## config.mk

```make
export PLATFORM = sky130hd
export DESIGN_NAME = fb_addr_gen
export DESIGN_NICKNAME = d
export VERILOG_FILES = /design/src/rtl/fb_pkg.sv /design/src/rtl/fb_cfg_latch.sv /design/src/rtl/fb_offset_ctr.sv /design/src/rtl/fb_addr_gen.sv
export SDC_FILE = /design/constraint.sdc
export NUM_CORES = 1
export LEC_CHECK = 0
export CORE_ASPECT_RATIO = 0.7
export CORE_MARGIN = 2
export CORE_UTILIZATION = 55
export CTS_BUF_LIST = sky130_fd_sc_hd__clkbuf_16
export CTS_CLUSTER_DIAMETER = 60
export DETAILED_ROUTE_END_ITERATION = 10
export GPL_TIMING_DRIVEN = 0
export PLACE_DENSITY = 0.86
export SETUP_SLACK_MARGIN = 0.15
export SYNTH_ARGS = -nofsm -noshare
export SYNTH_HDL_FRONTEND = slang
export SYNTH_SLANG_ARGS = --single-unit
export TNS_END_PERCENT = 100
```

## constraint.sdc

```tcl
create_clock -name clk_i -period 4.65 [get_ports clk_i]
set_input_delay 1.395 -clock clk_i [delete_from_list [all_inputs] [get_ports clk_i]]
set_output_delay 1.395 -clock clk_i [all_outputs]
set_load 0.03 [all_outputs]
```

## src/rtl/fb_pkg.sv

```systemverilog
package fb_pkg;
  localparam int unsigned FB_ADDR_W  = 32;
  localparam int unsigned FB_BASE_W  = 4;
  localparam int unsigned FB_SIZE_W  = 10;
  localparam int unsigned FB_UNIT_LG = 7;   // 128-byte size unit
  localparam int unsigned FB_WORD_LG = 2;   // 4-byte fetch
  localparam int unsigned FB_LEN_W   = 7;
  localparam int unsigned FB_LEN_MIN = 2;
  localparam int unsigned FB_LEN_MAX = 64;
  localparam logic [3:0]  FB_BASE_RST = 4'hC;

  typedef enum logic [1:0] {
    DEPTH_2 = 2'd0,
    DEPTH_4 = 2'd1,
    DEPTH_8 = 2'd2,
    DEPTH_X = 2'd3
  } depth_e;
endpackage

```

## src/rtl/fb_cfg_latch.sv

```systemverilog
module fb_cfg_latch
  import fb_pkg::*;
#(
  parameter int unsigned BASE_W  = FB_BASE_W,
  parameter int unsigned SIZE_W  = FB_SIZE_W,
  parameter int unsigned UNIT_LG = FB_UNIT_LG,
  parameter int unsigned WORD_LG = FB_WORD_LG,
  parameter int unsigned LEN_W   = FB_LEN_W,
  parameter int unsigned LEN_MIN = FB_LEN_MIN,
  parameter int unsigned LEN_MAX = FB_LEN_MAX,
  parameter logic [BASE_W-1:0] BASE_RST = FB_BASE_RST,
  localparam int unsigned OFF_W = SIZE_W + UNIT_LG,
  localparam int unsigned LW_W  = LEN_W + 2
) (
  input  logic              clk_i,
  input  logic              rst_ni,
  input  logic              en_i,
  input  logic              active_i,
  input  logic              load_i,
  input  logic              base_we_i,
  input  logic [BASE_W-1:0] base_wdata_i,
  input  logic [LEN_W-1:0]  line_len_i,
  input  depth_e            depth_i,
  input  logic [SIZE_W-1:0] buf_size_i,
  output logic [BASE_W-1:0] base_o,
  output logic              base_err_o,
  output logic [OFF_W-1:0]  end_off_o,
  output logic [LW_W-1:0]   line_words_o
);
  localparam logic [OFF_W-1:0] STEP    = OFF_W'(1) << WORD_LG;
  localparam logic [OFF_W-1:0] FULL_END = {OFF_W{1'b1}} - (STEP - OFF_W'(1));

  logic             blocked;
  logic [LEN_W-1:0] len_clamped;
  logic [1:0]       depth_sh;
  logic [OFF_W-1:0] end_off_d;
  logic [LW_W-1:0]  line_words_d;

  assign blocked = en_i | active_i;

  always_ff @(posedge clk_i or negedge rst_ni) begin
    if (!rst_ni) begin
      base_o     <= BASE_RST;
      base_err_o <= 1'b0;
    end else if (base_we_i) begin
      if (blocked) begin
        base_err_o <= 1'b1;
      end else begin
        base_o     <= base_wdata_i;
        base_err_o <= 1'b0;
      end
    end
  end

  always_comb begin
    if (line_len_i < LEN_W'(LEN_MIN))      len_clamped = LEN_W'(LEN_MIN);
    else if (line_len_i > LEN_W'(LEN_MAX)) len_clamped = LEN_W'(LEN_MAX);
    else                                   len_clamped = line_len_i;
  end

  always_comb begin
    unique case (depth_i)
      DEPTH_2: depth_sh = 2'd0;
      DEPTH_4: depth_sh = 2'd1;
      default: depth_sh = 2'd2;
    endcase
  end

  assign line_words_d = {2'b00, len_clamped} << depth_sh;

  always_comb begin
    if (buf_size_i == '0) end_off_d = FULL_END;
    else                  end_off_d = {buf_size_i, {UNIT_LG{1'b0}}} - STEP;
  end

  always_ff @(posedge clk_i or negedge rst_ni) begin
    if (!rst_ni) begin
      end_off_o    <= FULL_END;
      line_words_o <= LW_W'(LEN_MIN);
    end else if (load_i) begin
      end_off_o    <= end_off_d;
      line_words_o <= line_words_d;
    end
  end

  p_base_block_r9: assert property (@(posedge clk_i) disable iff (!rst_ni)
    (base_we_i && blocked) |=> ($stable(base_o) && base_err_o));

  p_base_load_r9: assert property (@(posedge clk_i) disable iff (!rst_ni)
    (base_we_i && !blocked) |=> (base_o == $past(base_wdata_i) && !base_err_o));

  p_len_range_r7: assert property (@(posedge clk_i) disable iff (!rst_ni)
    (line_words_o >= LW_W'(LEN_MIN)) && (line_words_o <= (LW_W'(LEN_MAX) << 2)));

  p_cfg_hold_r8: assert property (@(posedge clk_i) disable iff (!rst_ni)
    !load_i |=> ($stable(end_off_o) && $stable(line_words_o)));
endmodule

```

## src/rtl/fb_offset_ctr.sv

```systemverilog
module fb_offset_ctr #(
  parameter int unsigned OFF_W   = 17,
  parameter int unsigned LW_W    = 9,
  parameter int unsigned WORD_LG = 2
) (
  input  logic             clk_i,
  input  logic             rst_ni,
  input  logic             en_i,
  input  logic             ack_i,
  input  logic [OFF_W-1:0] end_off_i,
  input  logic [LW_W-1:0]  line_words_i,
  output logic             active_o,
  output logic [OFF_W-1:0] off_o,
  output logic             line_last_o,
  output logic             sof_o,
  output logic             load_o
);
  localparam logic [OFF_W-1:0] STEP = OFF_W'(1) << WORD_LG;

  logic            accept;
  logic            frame_last;
  logic            wrap;
  logic [LW_W-1:0] lcnt_q;

  assign accept      = active_o & ack_i;
  assign frame_last  = (off_o == end_off_i);
  assign line_last_o = active_o & (lcnt_q == line_words_i - LW_W'(1));
  assign wrap        = accept & frame_last;
  assign load_o      = ~active_o | wrap;

  always_ff @(posedge clk_i or negedge rst_ni) begin
    if (!rst_ni) begin
      active_o <= 1'b0;
      off_o    <= '0;
      lcnt_q   <= '0;
      sof_o    <= 1'b0;
    end else if (!en_i) begin
      active_o <= 1'b0;
      off_o    <= '0;
      lcnt_q   <= '0;
      sof_o    <= 1'b0;
    end else begin
      active_o <= 1'b1;
      sof_o    <= ~active_o | wrap;
      if (accept) begin
        off_o  <= frame_last ? '0 : off_o + STEP;
        lcnt_q <= (frame_last || line_last_o) ? '0 : lcnt_q + LW_W'(1);
      end
    end
  end

  p_step_r3: assert property (@(posedge clk_i) disable iff (!rst_ni)
    (en_i && accept && !frame_last) |=> (off_o == $past(off_o) + STEP));

  p_hold_r3: assert property (@(posedge clk_i) disable iff (!rst_ni)
    (en_i && !accept) |=> $stable(off_o));

  p_wrap_r4: assert property (@(posedge clk_i) disable iff (!rst_ni)
    (en_i && wrap) |=> (off_o == '0 && sof_o));

  p_idle_r10: assert property (@(posedge clk_i) disable iff (!rst_ni)
    !en_i |=> (!active_o && off_o == '0 && !sof_o));

  p_line_bound_r6: assert property (@(posedge clk_i) disable iff (!rst_ni)
    active_o |-> (lcnt_q < line_words_i));
endmodule

```

## src/rtl/fb_addr_gen.sv

```systemverilog
module fb_addr_gen
  import fb_pkg::*;
#(
  parameter int unsigned ADDR_W  = FB_ADDR_W,
  parameter int unsigned BASE_W  = FB_BASE_W,
  parameter int unsigned SIZE_W  = FB_SIZE_W,
  parameter int unsigned UNIT_LG = FB_UNIT_LG,
  parameter int unsigned WORD_LG = FB_WORD_LG,
  parameter int unsigned LEN_W   = FB_LEN_W,
  parameter int unsigned LEN_MIN = FB_LEN_MIN,
  parameter int unsigned LEN_MAX = FB_LEN_MAX
) (
  input  logic              clk_i,
  input  logic              rst_ni,
  input  logic              en_i,
  input  logic              base_we_i,
  input  logic [BASE_W-1:0] base_wdata_i,
  input  logic [LEN_W-1:0]  line_len_i,
  input  logic [1:0]        depth_i,
  input  logic [SIZE_W-1:0] buf_size_i,
  input  logic              fetch_ack_i,
  output logic              fetch_req_o,
  output logic [ADDR_W-1:0] fetch_addr_o,
  output logic              sof_o,
  output logic              line_end_o,
  output logic [BASE_W-1:0] base_o,
  output logic              base_err_o
);
  localparam int unsigned OFF_W = SIZE_W + UNIT_LG;
  localparam int unsigned LW_W  = LEN_W + 2;
  localparam int unsigned PAD_W = ADDR_W - BASE_W - OFF_W;

  logic             active;
  logic             load;
  logic [OFF_W-1:0] off;
  logic [OFF_W-1:0] end_off;
  logic [LW_W-1:0]  line_words;

  fb_cfg_latch #(
    .BASE_W  (BASE_W),
    .SIZE_W  (SIZE_W),
    .UNIT_LG (UNIT_LG),
    .WORD_LG (WORD_LG),
    .LEN_W   (LEN_W),
    .LEN_MIN (LEN_MIN),
    .LEN_MAX (LEN_MAX)
  ) u_cfg (
    .clk_i        (clk_i),
    .rst_ni       (rst_ni),
    .en_i         (en_i),
    .active_i     (active),
    .load_i       (load),
    .base_we_i    (base_we_i),
    .base_wdata_i (base_wdata_i),
    .line_len_i   (line_len_i),
    .depth_i      (depth_e'(depth_i)),
    .buf_size_i   (buf_size_i),
    .base_o       (base_o),
    .base_err_o   (base_err_o),
    .end_off_o    (end_off),
    .line_words_o (line_words)
  );

  fb_offset_ctr #(
    .OFF_W   (OFF_W),
    .LW_W    (LW_W),
    .WORD_LG (WORD_LG)
  ) u_ctr (
    .clk_i        (clk_i),
    .rst_ni       (rst_ni),
    .en_i         (en_i),
    .ack_i        (fetch_ack_i),
    .end_off_i    (end_off),
    .line_words_i (line_words),
    .active_o     (active),
    .off_o        (off),
    .line_last_o  (line_end_o),
    .sof_o        (sof_o),
    .load_o       (load)
  );

  assign fetch_req_o  = active;
  assign fetch_addr_o = {base_o, {PAD_W{1'b0}}, off};

  p_sof_start_r5: assert property (@(posedge clk_i) disable iff (!rst_ni)
    sof_o |-> (fetch_req_o && off == '0));

  p_sof_pulse_r5: assert property (@(posedge clk_i) disable iff (!rst_ni)
    sof_o |=> !sof_o);

  p_word_align_r2: assert property (@(posedge clk_i) disable iff (!rst_ni)
    fetch_addr_o[WORD_LG-1:0] == '0);

  p_base_frozen_r9: assert property (@(posedge clk_i) disable iff (!rst_ni)
    (fetch_req_o && $past(fetch_req_o)) |-> $stable(base_o));
endmodule

```

Word level (Yosys, flattened, before mapping). Cells that the tools add are included.

$add $sub $neg: 4. Order comparisons: 2. Eq/ne operators: 4. Shift operators: 1. Multiplexer cells: 13. Bitwise operators: 7. Reductions and logical operators: 4.

Operators with widths (count): $mux W17 (4); $mux W9 (3); $add A17 B3 Y17 const B (1); $eq A17 B17 Y1 (1); $sub A17 B3 Y17 const B (1); $mux W7 (2); $logic_not A10 Y1 (1); $add A9 B1 Y9 const B (1); $eq A9 B9 Y1 (1); $shl A7 B2 Y9 (1); $sub A9 B1 Y9 const B (1); $gt A7 B7 Y1 const B (1); $lt A7 B2 Y1 const B (1); $pmux W2 S2 (1); $and A1 B1 Y1 (3); $mux W1 (3); $eq A2 B1 Y1 const B (1); $logic_not A2 Y1 (1); $ne A2 B1 Y1 const B (1); $not A1 Y1 (2); $or A1 B1 Y1 (2); $reduce_and A2 Y1 (1); $logic_or A1 B1 Y1 (1).

Register bits: 59. Input bits: 28. Output and inout port bits: 40. Word-level logic and storage cells: 43.

Depth between registers and ports, before layout.
Depth in word-level cells: 7. Gate-level depth with buffers: 8. Gate-level depth less buffers: 8.

Hierarchy. From an unflattened synthesis, not the netlist that was laid out.

Cell total of the unflattened synthesis: 364. Area, all modules: 3280.6 µm².

By module, submodules not included: fb_offset_ctr (instances 1, cells an instance 208, area an instance 1831.8 µm², seq. area each 650.6 µm²); fb_cfg_latch (instances 1, cells an instance 140, area an instance 1332.5 µm², seq. area each 616.8 µm²); fb_addr_gen (instances 1, cells an instance 16, area an instance 116.4 µm², seq. area each 0.0 µm²).

Worst setup path after synthesis. Ideal clock, no wire load.

Path kind: flip-flop to output port. Start: reg u_cfg.line_words_o[0]. End: out line_end_o. Arrival time: 1942 ps. Data required time: 3255 ps. Setup slack: 1313 ps. Cell stages (with the launch flop): 9. Path buffers: 0. Path through: dfrtp_1 > inv_1 > ha_1 > nor3b_1 > xnor2_1 > nand2_1 > nor2_1 > o221ai_1 > a21oi_1.

Longest elaborated chain between the ends: 3.

Ends and longest elaborated chain: start: declaration (RTL line fb_cfg_latch.sv:28) `output logic [LW_W-1:0] line_words_o`; start signal: assignment (RTL line fb_cfg_latch.sv:79) `line_words_o <= LW_W'(LEN_MIN);`; start signal: assignment (RTL line fb_cfg_latch.sv:82) `line_words_o <= line_words_d;`; $sub A9 B1 Y9 (RTL line fb_offset_ctr.sv:27) `assign line_last_o = active_o & (lcnt_q == line_words_i - LW_W'(1));`; $eq A9 B9 Y1 (RTL line fb_offset_ctr.sv:27); $and A1 B1 Y1 (RTL line fb_offset_ctr.sv:27); end: declaration (RTL line fb_addr_gen.sv:25) `output logic line_end_o,`.

No other way between the ends.

Final worst setup path. Same ends and word-level chain as after synthesis.

==> impl_metrics.env <==
export IMPL_outcome="finished, final reports clean"
export IMPL_max_cap_violations=0
export IMPL_rows=23
export IMPL_coreArea_um2=5640
export IMPL_wl_per_cell_um=14.5
export IMPL_netlist_instances=343
export IMPL_crit_path_end_kind="primary output"
export IMPL_dp_hpwl_mm=5.44
export IMPL_synthMostInstantiatedCell="nand2_1"
export IMPL_finalMaxSlewViolations=0
export IMPL_cp_max_fo=6
export IMPL_synth_top_area_frac=0.294
export IMPL_maxClockFrequency_ghz=0.236
export IMPL_grt_total_usage=0.232
export IMPL_top_layer_used="met4"
export IMPL_wl_met2_mm=3.30
export IMPL_ys_flop_type="dfrtp_1"
export IMPL_synth_commonest_cells="nand2_1, dfrtp_1, nor2_1"
export IMPL_n_antenna_cell=0
export IMPL_crit_family="buffers and inverters"
export IMPL_start_util=0.559
export IMPL_die_x_um=94.5
export IMPL_syn_to_final_growth_pct=26.1
export IMPL_drtIter0Drc=225
export IMPL_dieArea_um2=6360
export IMPL_max_slew_worst_pin_slew_ns=0.856
export IMPL_wl_met1_mm=3.21
export IMPL_grt_antenna_before_repair=0
export IMPL_hold_worst_slack_ns=0.484
export IMPL_ys_ff_latch=50
export IMPL_vias_per_cell=5.59
export IMPL_cts_path_max_buffers=2
export IMPL_clkTransAtPathRegs_ns=0.06
export IMPL_final_layout_size_suffix_gt1_frac=0.146
export IMPL_synth_xor_area_share=0.0961
export IMPL_synth_cell_types=54
export IMPL_critical_path_cell_count=9
export IMPL_max_stage_delay_ns=0.68
export IMPL_cts_resized_gates=0
export IMPL_cts_root_buf="clkbuf_16"
export IMPL_synth_top_area_cell="dfrtp_1"
export IMPL_p_per_area_nw_per_um2=277
export IMPL_post_cts_buffers=0
export IMPL_place_gp_congestion=0.888
export IMPL_synth_area_leaders="dfrtp_1, dfstp_2, nand2_1"
export IMPL_final_hold_viol_count=0
export IMPL_ys_seq_area_frac=0.402
export IMPL_path_buf_inv=2
export IMPL_fin_crit_ns=4.24
export IMPL_start_kind="flop"
export IMPL_cts_sinks=50
export IMPL_worstPathRequired_ns=3.25
export IMPL_hold_class="flop to flop"
export IMPL_multi_input_area_um2=1700
export IMPL_synth_fa_ha_area_frac=0.0159
export IMPL_grt_pass1_wl_mm=11.5
export IMPL_cts_tree="yes"
export IMPL_synth_compound_area_frac=0.160
export IMPL_avgSynthCellArea_um2=9.19
export IMPL_crit_chain="inv_1 -> ha_1 -> nor3b_1 -> xnor2_1 -> nand2_1 -> nor2_1 -> o221ai_1 -> a21oi_1 -> clkdlybuf4s50_1"
export IMPL_cp_arrival_ns=2.84
export IMPL_fillers=441
export IMPL_synthArstFlopShare=1.00
export IMPL_synth_edf_count=0
export IMPL_post_route_period_util=0.911
export IMPL_fp_dieH_um=67.3
export IMPL_numCtsBuffers=5
export IMPL_final_util=0.704
export IMPL_fin_skew_ns=0.00311
export IMPL_tns_ns=0
export IMPL_wl_met3_um=519
export IMPL_path_class="flop to primary output"
export IMPL_grt_setup_unrepaired="no"
export IMPL_yosys_warnings=0
export IMPL_grt_overflow=0
export IMPL_dr_total_vias=2749
export IMPL_drtAntennaViolNets=0
export IMPL_final_setup_viol_count=0
export IMPL_rr_worst_depth=8
export IMPL_register_area_um2=1270
export IMPL_synth_mux_area_frac=0.0409
export IMPL_dr_pass1_iters=5
export IMPL_leakage_nw=1.70
export IMPL_numPortBuffers=53
export IMPL_hold_depth=2
export IMPL_crit_slowest_cell="clkdlybuf4s50_1"
export IMPL_grt_pass1_vias=2486
export IMPL_synth_simple_gate_area_frac=0.211
export IMPL_slew_headroom=0.428
export IMPL_synth_top_family_by_area="simple AND/OR/NAND/NOR gates"
export IMPL_clkLatencyLatePin_ns=0.28
export IMPL_grt_max_degree=42
export IMPL_final_nets=448
export IMPL_io_pins=68
export IMPL_synth_area_um2=3150
export IMPL_cts_hold_buf=0
export IMPL_ir_drop_uv=188
export IMPL_cts_htree_levels=2
export IMPL_drt_wl_total_mm=7.13
export IMPL_drc=0
[flip-flops by register name, indices dropped and copies added (netlist names)]
register and count:
u_cfg.line_words_o 9, u_ctr.lcnt_q 9, u_cfg.base_err_o 1, u_ctr.sof_o 1, u_ctr.active_o 1, u_cfg.end_off_o 10, u_ctr.off_o 15, u_cfg.base_o 4
[metrics by stage]
stage,total power (W),setup WS (ns),instances,cell area (um2)
finish,0.00110,0.414,492,3970
CTS,0.00110,0.396,492,3970
global placement,0.000751,0.824,483,3820
global route,0.00114,0.212,492,3970
detailed placement,0.000762,0.714,484,3830
floorplan,0.000667,1.31,355,3200
[report_power, final]
part | switching [W] | total, W | internal (W)
combinational | 0.000141 | 0.000259 | 0.000119
clock | 0.000149 | 0.000344 | 0.000195
sequential | 0.0000256 | 0.000496 | 0.000471
[worst paths after layout]
path / start / end / slack (ns)
worst max-delay path: u_cfg.line_words_o[0]$_DFFE_PN0N_ / line_end_o / 0.41
worst min register to register: u_cfg.end_off_o[9]$_DFFE_PN1N_ / u_cfg.end_off_o[9]$_DFFE_PN1N_ / 0.48
min in group asynchronous: rst_ni / u_ctr.lcnt_q[3]$_DFFE_PN0P_ / 0.96
max in group asynchronous: rst_ni / u_cfg.end_off_o[8]$_DFFE_PN1N_ / 3.14
worst min-delay path: u_cfg.end_off_o[9]$_DFFE_PN1N_ / u_cfg.end_off_o[9]$_DFFE_PN1N_ / 0.48
worst max register to register: u_cfg.line_words_o[0]$_DFFE_PN0N_ / u_ctr.lcnt_q[5]$_DFFE_PN0P_ / 1.86
[cells by family (layout without fill, tap and decap cells)]
kind of cell	Yosys count	in the layout
AOI/OAI and AO/OA	70	70
and+or+nand+nor	130	130
other	1	13
adders and majority gates	4	4
DFF	50	50
muxes	12	12
xor gates and xnor gates	33	33
buffers and inverters	43	105
[layer usage]
metal  track usage  vias to the layer above
met5             0                        -
met4        0.0725                        0
met3        0.0513                       13
met2         0.371                      116
met1         0.319                     1285
li1              -                     1335
[layout by cell type, fill, tap and decap left out, types with 2 or more instances in the layout]
cell type,n
nor3b_1,4
or3_1,5
conb_1,13
and3_1,6
mux2_2,7
a21o_1,4
nand3b_1,2
ha_1,4
a21oi_1,9
a31oi_1,2
nor3_1,5
and2_1,3
a211oi_1,2
or2_2,4
nand4_1,9
mux2i_1,5
or4_1,4
nor2b_1,3
nand2b_1,2
nor4_1,6
clkbuf_16,5
o31ai_1,12
clkdlybuf4s50_1,52
inv_1,13
buf_2,3
nand2_1,41
clkbuf_1,12
buf_4,17
nand3_1,5
o21ai_0,20
dfstp_2,13
xnor2_1,17
o22ai_1,2
a22o_2,4
xor2_1,15
dfrtp_1,37
nor2_1,28
[tightest hold or removal path: stages, from the launching register on]
cell and delay (ns):
dfstp_2 0.37, nand2_1 0.04, o21ai_0 0.06
[cell type report]
| cell class | instances | area share |
|---|---|---|
| multi-input combinational | 262 | 0.428 |
| sequential | 50 | 0.319 |
| timing repair buffer | 54 | 0.137 |
| buffer | 31 | 0.0460 |
| clock buffer | 5 | 0.0315 |
| tap | 75 | 0.0236 |
| inverter | 12 | 0.0113 |
| clock inverter | 3 | 0.00315 |
No activity file was read; power rests on OpenSTA's default activity.
